==> src/rtl/pwm_timer_pkg.sv <==
package pwm_timer_pkg;

  typedef enum logic [1:0] {
    SEL_PERIOD = 2'b00,
    SEL_DUTY   = 2'b01,
    SEL_CTRL   = 2'b10,
    SEL_NONE   = 2'b11
  } reg_sel_e;

  // bit 4: shadow enable, [3:2]: match-level code, [1:0]: start-level code
  typedef struct packed {
    logic       shadow_en;
    logic [1:0] match_code;
    logic [1:0] start_code;
  } ctrl_t;

  localparam int CTRL_W = $bits(ctrl_t);

  // a code names a fixed level when its upper bit is clear
  function automatic logic code_is_fixed(input logic [1:0] code);
    return ~code[1];
  endfunction

endpackage

==> src/rtl/pwm_counter.sv <==
module pwm_counter #(
  parameter int CNT_W = 16
) (
  input  logic             clk,
  input  logic             rst_n,
  input  logic             cnt_en,
  input  logic             clr,
  input  logic [CNT_W-1:0] period,
  output logic [CNT_W-1:0] cnt,
  output logic [CNT_W-1:0] cnt_nxt,
  output logic             wrap
);

  assign wrap    = (cnt == period);
  assign cnt_nxt = wrap ? '0 : cnt + CNT_W'(1);

  always_ff @(posedge clk or negedge rst_n) begin
    if (!rst_n)      cnt <= '0;
    else if (clr)    cnt <= '0;
    else if (cnt_en) cnt <= cnt_nxt;
  end

  // enabled step inside a cycle adds one
  a_r1_advance: assert property (@(posedge clk) disable iff (!rst_n)
    (cnt_en && !clr && !wrap) |=> (cnt == $past(cnt) + CNT_W'(1)));

  // counter frozen without enable
  a_r1_hold: assert property (@(posedge clk) disable iff (!rst_n)
    (!cnt_en && !clr) |=> $stable(cnt));

  // wrap returns to zero
  a_r2_wrap_zero: assert property (@(posedge clk) disable iff (!rst_n)
    (cnt_en && !clr && wrap) |=> (cnt == '0));

  // clear wins over counting
  a_r8_clear: assert property (@(posedge clk) disable iff (!rst_n)
    clr |=> (cnt == '0));

endmodule

==> src/rtl/pwm_regs.sv <==
module pwm_regs
  import pwm_timer_pkg::*;
#(
  parameter int CNT_W = 16
) (
  input  logic             clk,
  input  logic             rst_n,
  input  logic             wr_en,
  input  logic [1:0]       wr_sel,
  input  logic [CNT_W-1:0] wr_data,
  input  logic             wrap_ev,
  output logic [CNT_W-1:0] period,
  output logic [CNT_W-1:0] cmp_duty,
  output ctrl_t            ctrl
);

  logic [CNT_W-1:0] duty_q;
  logic [CNT_W-1:0] shadow_q;
  logic             load_shadow;

  assign load_shadow = wrap_ev && ctrl.shadow_en;
  // the compare that starts a new cycle already sees the shadow value
  assign cmp_duty = load_shadow ? shadow_q : duty_q;

  always_ff @(posedge clk or negedge rst_n) begin
    if (!rst_n) begin
      period   <= '1;
      duty_q   <= '0;
      shadow_q <= '0;
      ctrl     <= '0;
    end else begin
      if (load_shadow) duty_q <= shadow_q;
      if (wr_en) begin
        unique case (reg_sel_e'(wr_sel))
          SEL_PERIOD: period <= wr_data;
          SEL_DUTY: begin
            if (ctrl.shadow_en) shadow_q <= wr_data;
            else                duty_q   <= wr_data;
          end
          SEL_CTRL: ctrl <= ctrl_t'(wr_data[CTRL_W-1:0]);
          default: ;
        endcase
      end
    end
  end

  // a shadowed duty write leaves the live duty alone unless wrapping
  a_r6_shadow_guard: assert property (@(posedge clk) disable iff (!rst_n)
    (ctrl.shadow_en && !wrap_ev) |=> $stable(duty_q));

endmodule

==> src/rtl/pwm_outgen.sv <==
module pwm_outgen
  import pwm_timer_pkg::*;
#(
  parameter int CNT_W = 16
) (
  input  logic             clk,
  input  logic             rst_n,
  input  logic             clr,
  input  logic             step,
  input  logic             wrap,
  input  logic [CNT_W-1:0] cnt_nxt,
  input  logic [CNT_W-1:0] cmp_duty,
  input  ctrl_t            ctrl,
  output logic             pwm,
  output logic             period_flag,
  output logic             duty_flag
);

  logic pwm_ok;
  logic hit;
  logic wrap_ev;

  assign pwm_ok = code_is_fixed(ctrl.start_code) && code_is_fixed(ctrl.match_code)
                  && (ctrl.start_code[0] != ctrl.match_code[0]);
  assign hit     = step && (cnt_nxt == cmp_duty);
  assign wrap_ev = step && wrap;

  always_ff @(posedge clk or negedge rst_n) begin
    if (!rst_n) begin
      pwm         <= 1'b0;
      period_flag <= 1'b0;
      duty_flag   <= 1'b0;
    end else if (clr) begin
      period_flag <= 1'b0;
      duty_flag   <= 1'b0;
      if (code_is_fixed(ctrl.start_code)) pwm <= ctrl.start_code[0];
    end else begin
      period_flag <= wrap_ev;
      duty_flag   <= hit;
      if (pwm_ok) begin
        if (hit)          pwm <= ctrl.match_code[0];
        else if (wrap_ev) pwm <= ctrl.start_code[0];
      end
    end
  end

  // frozen pin under a disabled level pair
  a_r5_disabled_hold: assert property (@(posedge clk) disable iff (!rst_n)
    (!pwm_ok && !clr) |=> $stable(pwm));

  // nothing happens without a step
  a_r1_flags_idle: assert property (@(posedge clk) disable iff (!rst_n)
    (!step) |=> (!period_flag && !duty_flag));

endmodule

==> src/rtl/pwm_timer.sv <==
module pwm_timer
  import pwm_timer_pkg::*;
#(
  parameter int CNT_W = 16
) (
  input  logic             clk,
  input  logic             rst_n,
  input  logic             wr_en,
  input  logic [1:0]       wr_sel,
  input  logic [CNT_W-1:0] wr_data,
  input  logic             cnt_en,
  input  logic             sync_clr,
  output logic             pwm_out,
  output logic             period_match,
  output logic             duty_match
);

  logic [CNT_W-1:0] period;
  logic [CNT_W-1:0] cmp_duty;
  logic [CNT_W-1:0] cnt;
  logic [CNT_W-1:0] cnt_nxt;
  logic             wrap;
  logic             step;
  ctrl_t            ctrl;

  assign step = cnt_en && !sync_clr;

  pwm_counter #(.CNT_W(CNT_W)) u_cnt (
    .clk     (clk),
    .rst_n   (rst_n),
    .cnt_en  (cnt_en),
    .clr     (sync_clr),
    .period  (period),
    .cnt     (cnt),
    .cnt_nxt (cnt_nxt),
    .wrap    (wrap)
  );

  pwm_regs #(.CNT_W(CNT_W)) u_regs (
    .clk      (clk),
    .rst_n    (rst_n),
    .wr_en    (wr_en),
    .wr_sel   (wr_sel),
    .wr_data  (wr_data),
    .wrap_ev  (step && wrap),
    .period   (period),
    .cmp_duty (cmp_duty),
    .ctrl     (ctrl)
  );

  pwm_outgen #(.CNT_W(CNT_W)) u_out (
    .clk         (clk),
    .rst_n       (rst_n),
    .clr         (sync_clr),
    .step        (step),
    .wrap        (wrap),
    .cnt_nxt     (cnt_nxt),
    .cmp_duty    (cmp_duty),
    .ctrl        (ctrl),
    .pwm         (pwm_out),
    .period_flag (period_match),
    .duty_flag   (duty_match)
  );

  // the wrap flag only accompanies a zero count
  a_r2_flag_at_zero: assert property (@(posedge clk) disable iff (!rst_n)
    period_match |-> (cnt == '0));

  // with a period above zero the wrap flag is a single pulse
  a_r2_single_pulse: assert property (@(posedge clk) disable iff (!rst_n)
    (period_match && period != '0) |=> !period_match);

endmodule

==> config.mk <==
export PLATFORM = sky130hd
export DESIGN_NAME = pwm_timer
export DESIGN_NICKNAME = d
export VERILOG_FILES = /design/src/rtl/pwm_timer_pkg.sv /design/src/rtl/pwm_counter.sv /design/src/rtl/pwm_regs.sv /design/src/rtl/pwm_outgen.sv /design/src/rtl/pwm_timer.sv
export SDC_FILE = /design/constraint.sdc
export NUM_CORES = 1
export LEC_CHECK = 0
export BUFFER_PORTS_ARGS = -buffer_cell sky130_fd_sc_hd__buf_2
export CAP_MARGIN = 25
export CELL_PAD_IN_SITES_DETAIL_PLACEMENT = 2
export CELL_PAD_IN_SITES_GLOBAL_PLACEMENT = 2
export CORE_ASPECT_RATIO = 0.9
export CORE_MARGIN = 2
export CORE_UTILIZATION = 40
export DETAILED_ROUTE_END_ITERATION = 10
export GPL_ROUTABILITY_DRIVEN = 0
export PLACE_DENSITY = 0.75
export SLEW_MARGIN = 20
export SYNTH_ARGS = -nofsm -noshare
export SYNTH_HDL_FRONTEND = slang
export SYNTH_SLANG_ARGS = --single-unit
==> constraint.sdc <==
create_clock -name clk -period 3.11 [get_ports clk]
set_input_delay 0.311 -clock clk [delete_from_list [all_inputs] [get_ports clk]]
set_output_delay 0.311 -clock clk [all_outputs]
set_load 0.005 [all_outputs]
; ---- After elaboration in Yosys (flattened, before gate mapping)
; Cells that the tools add are included.
[word_totals]
ff_bits = 72
inputBits = 23
output_inout_bits = 3
[classes]
n_eq_ne = 6
muxes = 14
n_reduce_logical = 15
add_sub_neg = 1
n_bitwise = 2
[op_table]
columns = operator, n
row1 = $mux 16, 7
row2 = $eq 16x16->1, 2
row3 = $add 16x1->16 const B, 1
row4 = $mux 1, 7
row5 = $logic_and 1x1->1, 6
row6 = $reduce_and 3->1, 2
row7 = $reduce_and 2->1, 2
row8 = $reduce_bool 2->1, 2
row9 = $reduce_bool 3->1, 1
row10 = $eq 2x1->1 const B, 1
row11 = $eq 2x2->1 const B, 1
row12 = $logic_not 2->1, 1
row13 = $ne 2x2->1 const B, 1
row14 = $not 1->1, 2
row15 = $logic_not 1->1, 1
row16 = $ne 1x1->1, 1

; ---- Longest topological paths before layout
[logic_depth]
depth_word = 10
ltp_mapped = 11

; ---- Modules after synthesis
; From an unflattened synthesis, not the netlist that was laid out.
[unflattened]
cells_unflattened = 350
hier_area_um2 = 4033.9
[by_module_without_submodules]
columns = module, instances, area_each_um2, cells_each
row1 = pwm_regs, 1, 2298.5, 132
row2 = pwm_counter, 1, 1370.1, 178
row3 = pwm_outgen, 1, 350.3, 38
row4 = pwm_timer, 1, 15.0, 2

; ---- Least setup slack after synthesis
; Ideal clock, no wire load.
[synth_path]
path_kind = reg-to-reg
startpoint = register u_cnt.cnt[0]
endpoint = register u_out.pwm
stages_incl_launch_ff = 12
t_required_ns = 2.978
synth_period_minus_slack_ns = 2.746
path_slack_ns = 0.364
arrival_time_ns = 2.614
path_buffers = 1
setup_time_ns = 0.132
cell_sequence = dfrtp_1 > ha_1 > and3_1 > buf_4 > and4_4 > xnor2_1 > a2111o_1 > o31a_1 > a2111oi_4 > nand4_2 > a21oi_1 > o211ai_1
[synth_via]
elab_chain_len = 9
[synth_rtl]
columns = item, line
row1 = start: declaration, pwm_counter.sv:9  ; output logic [CNT_W-1:0] cnt,
row2 = start signal: assignment, pwm_counter.sv:20  ; else if (cnt_en) cnt <= cnt_nxt;
row3 = branches (longest 9 deep; another with $add 16x1->16), -
row4 = end signal: assignment, pwm_outgen.sv:36  ; if (code_is_fixed(ctrl.start_code)) pwm <= ctrl.start_code[0];
row5 = end signal: assignment, pwm_outgen.sv:41  ; if (hit) pwm <= ctrl.match_code[0];
row6 = end signal: assignment, pwm_outgen.sv:42  ; else if (wrap_ev) pwm <= ctrl.start_code[0];
row7 = end: declaration, pwm_outgen.sv:14  ; output logic pwm,
; Several ways; the timed one is not identified. The select of a mux whose other input is x is not followed.
; A chain may end at the register's enable or synchronous reset.

; ---- Worst setup path after layout
[layout_path]
startpoint = register u_cnt.cnt[1]
endpoint = register u_out.pwm
; The elaborated chain is that of the path after synthesis.

==> results.cfg <==
[timing]
slew_headroom = 0.378
setup_violations = 0
finalHoldViolCount = 0
period_minus_slack_ns = 2.91
tns_ns = 0
slew_viol_final = 0
skew_ns = 0.0139
min_period_over_period = 0.935
worst_pin_slew_ns = 0.933
fmax_mhz = 344
rsz0062_at_grt = false

[grt]
grt_pass1_wl_um = 19700
grt_start_max_net_pins = 73
grt_pass1_vias = 3358
grt-ovfl-total = 0
antenna_found_initial = 0
gr-usage-all-layers = 0.247

[die]
dieWidth_um = 109
start_util = 0.412
core-area_sq_mm = 0.00970
rows = 34
die_h_um = 98.8
io_pins = 26
die_area_sq_mm = 0.0108

[synthesis]
ys_seq_area_frac = 0.456
synth-simple-area-share = 0.168
synth_top_family_by_area = simple AND/OR/NAND/NOR gates
avgSynthCellArea_sq_um = 10.5
synth_cells = 380
yosysWarnings = 0
synth_fa_ha_area_frac = 0.00313
netlist_area_sq_mm = 0.00400
netlist_top_cells_area = dfrtp_1 35%, dfstp_2 11%, mux2_2 10%, xnor2_1 6.6%, mux2i_1 4.3%
synth_cell_types = 58
ys_dominant_reg_cell = dfrtp_1
synth_xor_area_frac = 0.0789
yosys-mux-area-fraction = 0.147
netlist.area_leader.share = 0.351
async_flop_share = 1.00
synth-compound-area-share = 0.105
syn_nets = 404
synth_seq_cells = 72
synth_edf_count = 0
netlist.top_cell.by_area = dfrtp_1

[routing]
wl_um = 12300
drc = 0
drt_iter0_drc = 102
firstDrtPassIters = 4
avgViaCountPerCell = 5.75
vias = 3095
wl_per_cell_um = 22.8
drtAntennaViolNets = 0

[place]
placed_cell_area_sq_mm = 0.00425
place_inst = 520
io_buffers = 25
hpwl_um = 8890

[clock_network]
cts_buffer_depth = 2
ctsRootBufferMaster = clkbuf_8
insertion_delay_ns = 0.36
cts_tree = done
clk_pin_slew_ns = 0.08
cts-htree-levels = 3
hold_buffers = 0
cts_buffers = 9
cts_sinks = 72

[final_layout]
drive_above_1_share = 0.301
final_cell_mix = 55 x dfrtp_1, 37 x mux2_2, 30 x xnor2_1
final_cells = 538
postLayoutCellArea_sq_mm = 0.00447
mostFrequentLayoutCell = dfrtp_1
diodes = 0
nets = 431
area_growth_pct = 11.8

[pwr]
ir_worst_vdd_mv = 0.338
power.density_mw_per_mm2 = 589
power.leakage_uw = 0.00174
power.total_uw = 2630

[status]
status = completed

[setup_path]
crit_required_ns = 3.35
slowest_stage = dfrtp_1
arrival_ns = 3.15
path_cells = ha_2 > xor2_1 > or3_1 > a2111o_1 > o31a_1 > a2111oi_4 > nand4_2 > a21oi_1 > o211ai_1
cp_max_fo = 5
slowest_delay_ns = 0.49
crit_family = compound AO/OA/AOI/OAI gates
endpoint_kind = flop
criticalPathCategory = reg -> reg
critPathLaunchType = flop
path_buf_inv = 0

[flow_run]
cap_violations = 0

[min_path]
worstHoldPathType = in -> async
synthesized netlist by cell type, drive strengths merged (2+ instances only):
master,number
and3,4
buf,11
dfstp,16
nor2,27
and2,2
nor4,6
mux2i,17
dfrtp,56
nor4b,2
o22ai,2
o21ai,27
mux2,37
xor2,6
and4,2
nor3b,4
nand2,26
nand2b,3
o2111ai,2
clkbuf,12
xnor2,30
nand4b,2
nand3,11
nor3,12
inv,6
or3,2
nor2b,3
a21oi,24
nand4,7
per-layer routing:
layer  routed length, um  share of wire  track usage  up-vias
met3                 271          0.022       0.0370       16
li1                    -              -            -     1396
met4                 222          0.018       0.0750        0
met5                   0              0            0        -
met1                5910           0.48        0.342     1643
met2                5860           0.48        0.398       40
kinds of logic after synthesis:
kind of cell	count (synthesis)
buffers and inverters	30
and+or+nand+nor	121
DFF	72
xor gates and xnor gates	36
AOI/OAI and AO/OA	66
adders and majority gates	1
muxes	54
where the power goes:
group / total, uW / switching (uW) / internal, uW
sequential: 1370 / 218 / 1150
clock: 775 / 379 / 396
combinational: 485 / 231 / 253
sequential cells by signal, summed over array words and instances, names as in the netlist:
register,count
u_regs.shadow_q,16
u_cnt.cnt,16
u_regs.ctrl,5
u_out.duty_flag,1
u_out.pwm,1
u_regs.duty_q,16
u_regs.period,16
u_out.period_flag,1
cell type report:
cell class              instances  area, sq um
clock inverters                 4         53.8
flip-flops and latches         72         1820
well taps                     126          158
repair buffers                 39          233
multi-input cells             278         2030
clock buffers                  12          145
fillers                      1024         5230
inverters                       7         26.3
worst register-to-register path: stages (launching register included):
cell and delay, ns:
dfrtp_1 0.49, ha_2 0.35, xor2_1 0.14, or3_1 0.38
a2111o_1 0.38, o31a_1 0.33, a2111oi_4 0.23, nand4_2 0.21
a21oi_1 0.18, o211ai_1 0.10
repair_timing:
action,in CTS,in global routing
resized for setup,0,2
buffers inserted,0,2
setup endpoints to repair,0,1
path summary, 6_finish.rpt:
kind,start,end,slack (ns),depth (start not counted)
max,u_cnt.cnt[1],u_out.pwm,0.20,9
min,rst_n,u_cnt.cnt[3],0.08,1
max reg2reg,u_cnt.cnt[1],u_out.pwm,0.20,9
min reg2reg,u_regs.ctrl[3],u_regs.ctrl[3],0.52,1
max in group asynchronous,rst_n,u_cnt.cnt[0],2.38,1
min in group clk,wr_data[8],u_regs.duty_q[8],0.19,3
through the flow:
step	utilization	hold slack [ns]	setup WS, ns
after floorplan	-	0.0154	0.364
after global placement	0.438	0.487	0.262
after detailed placement	0.438	0.505	0.154
after CTS	0.459	0.106	0.130
after global routing	0.461	0.127	0.0208
final	0.461	0.0819	0.201
(Power assumes the default switching activity.)
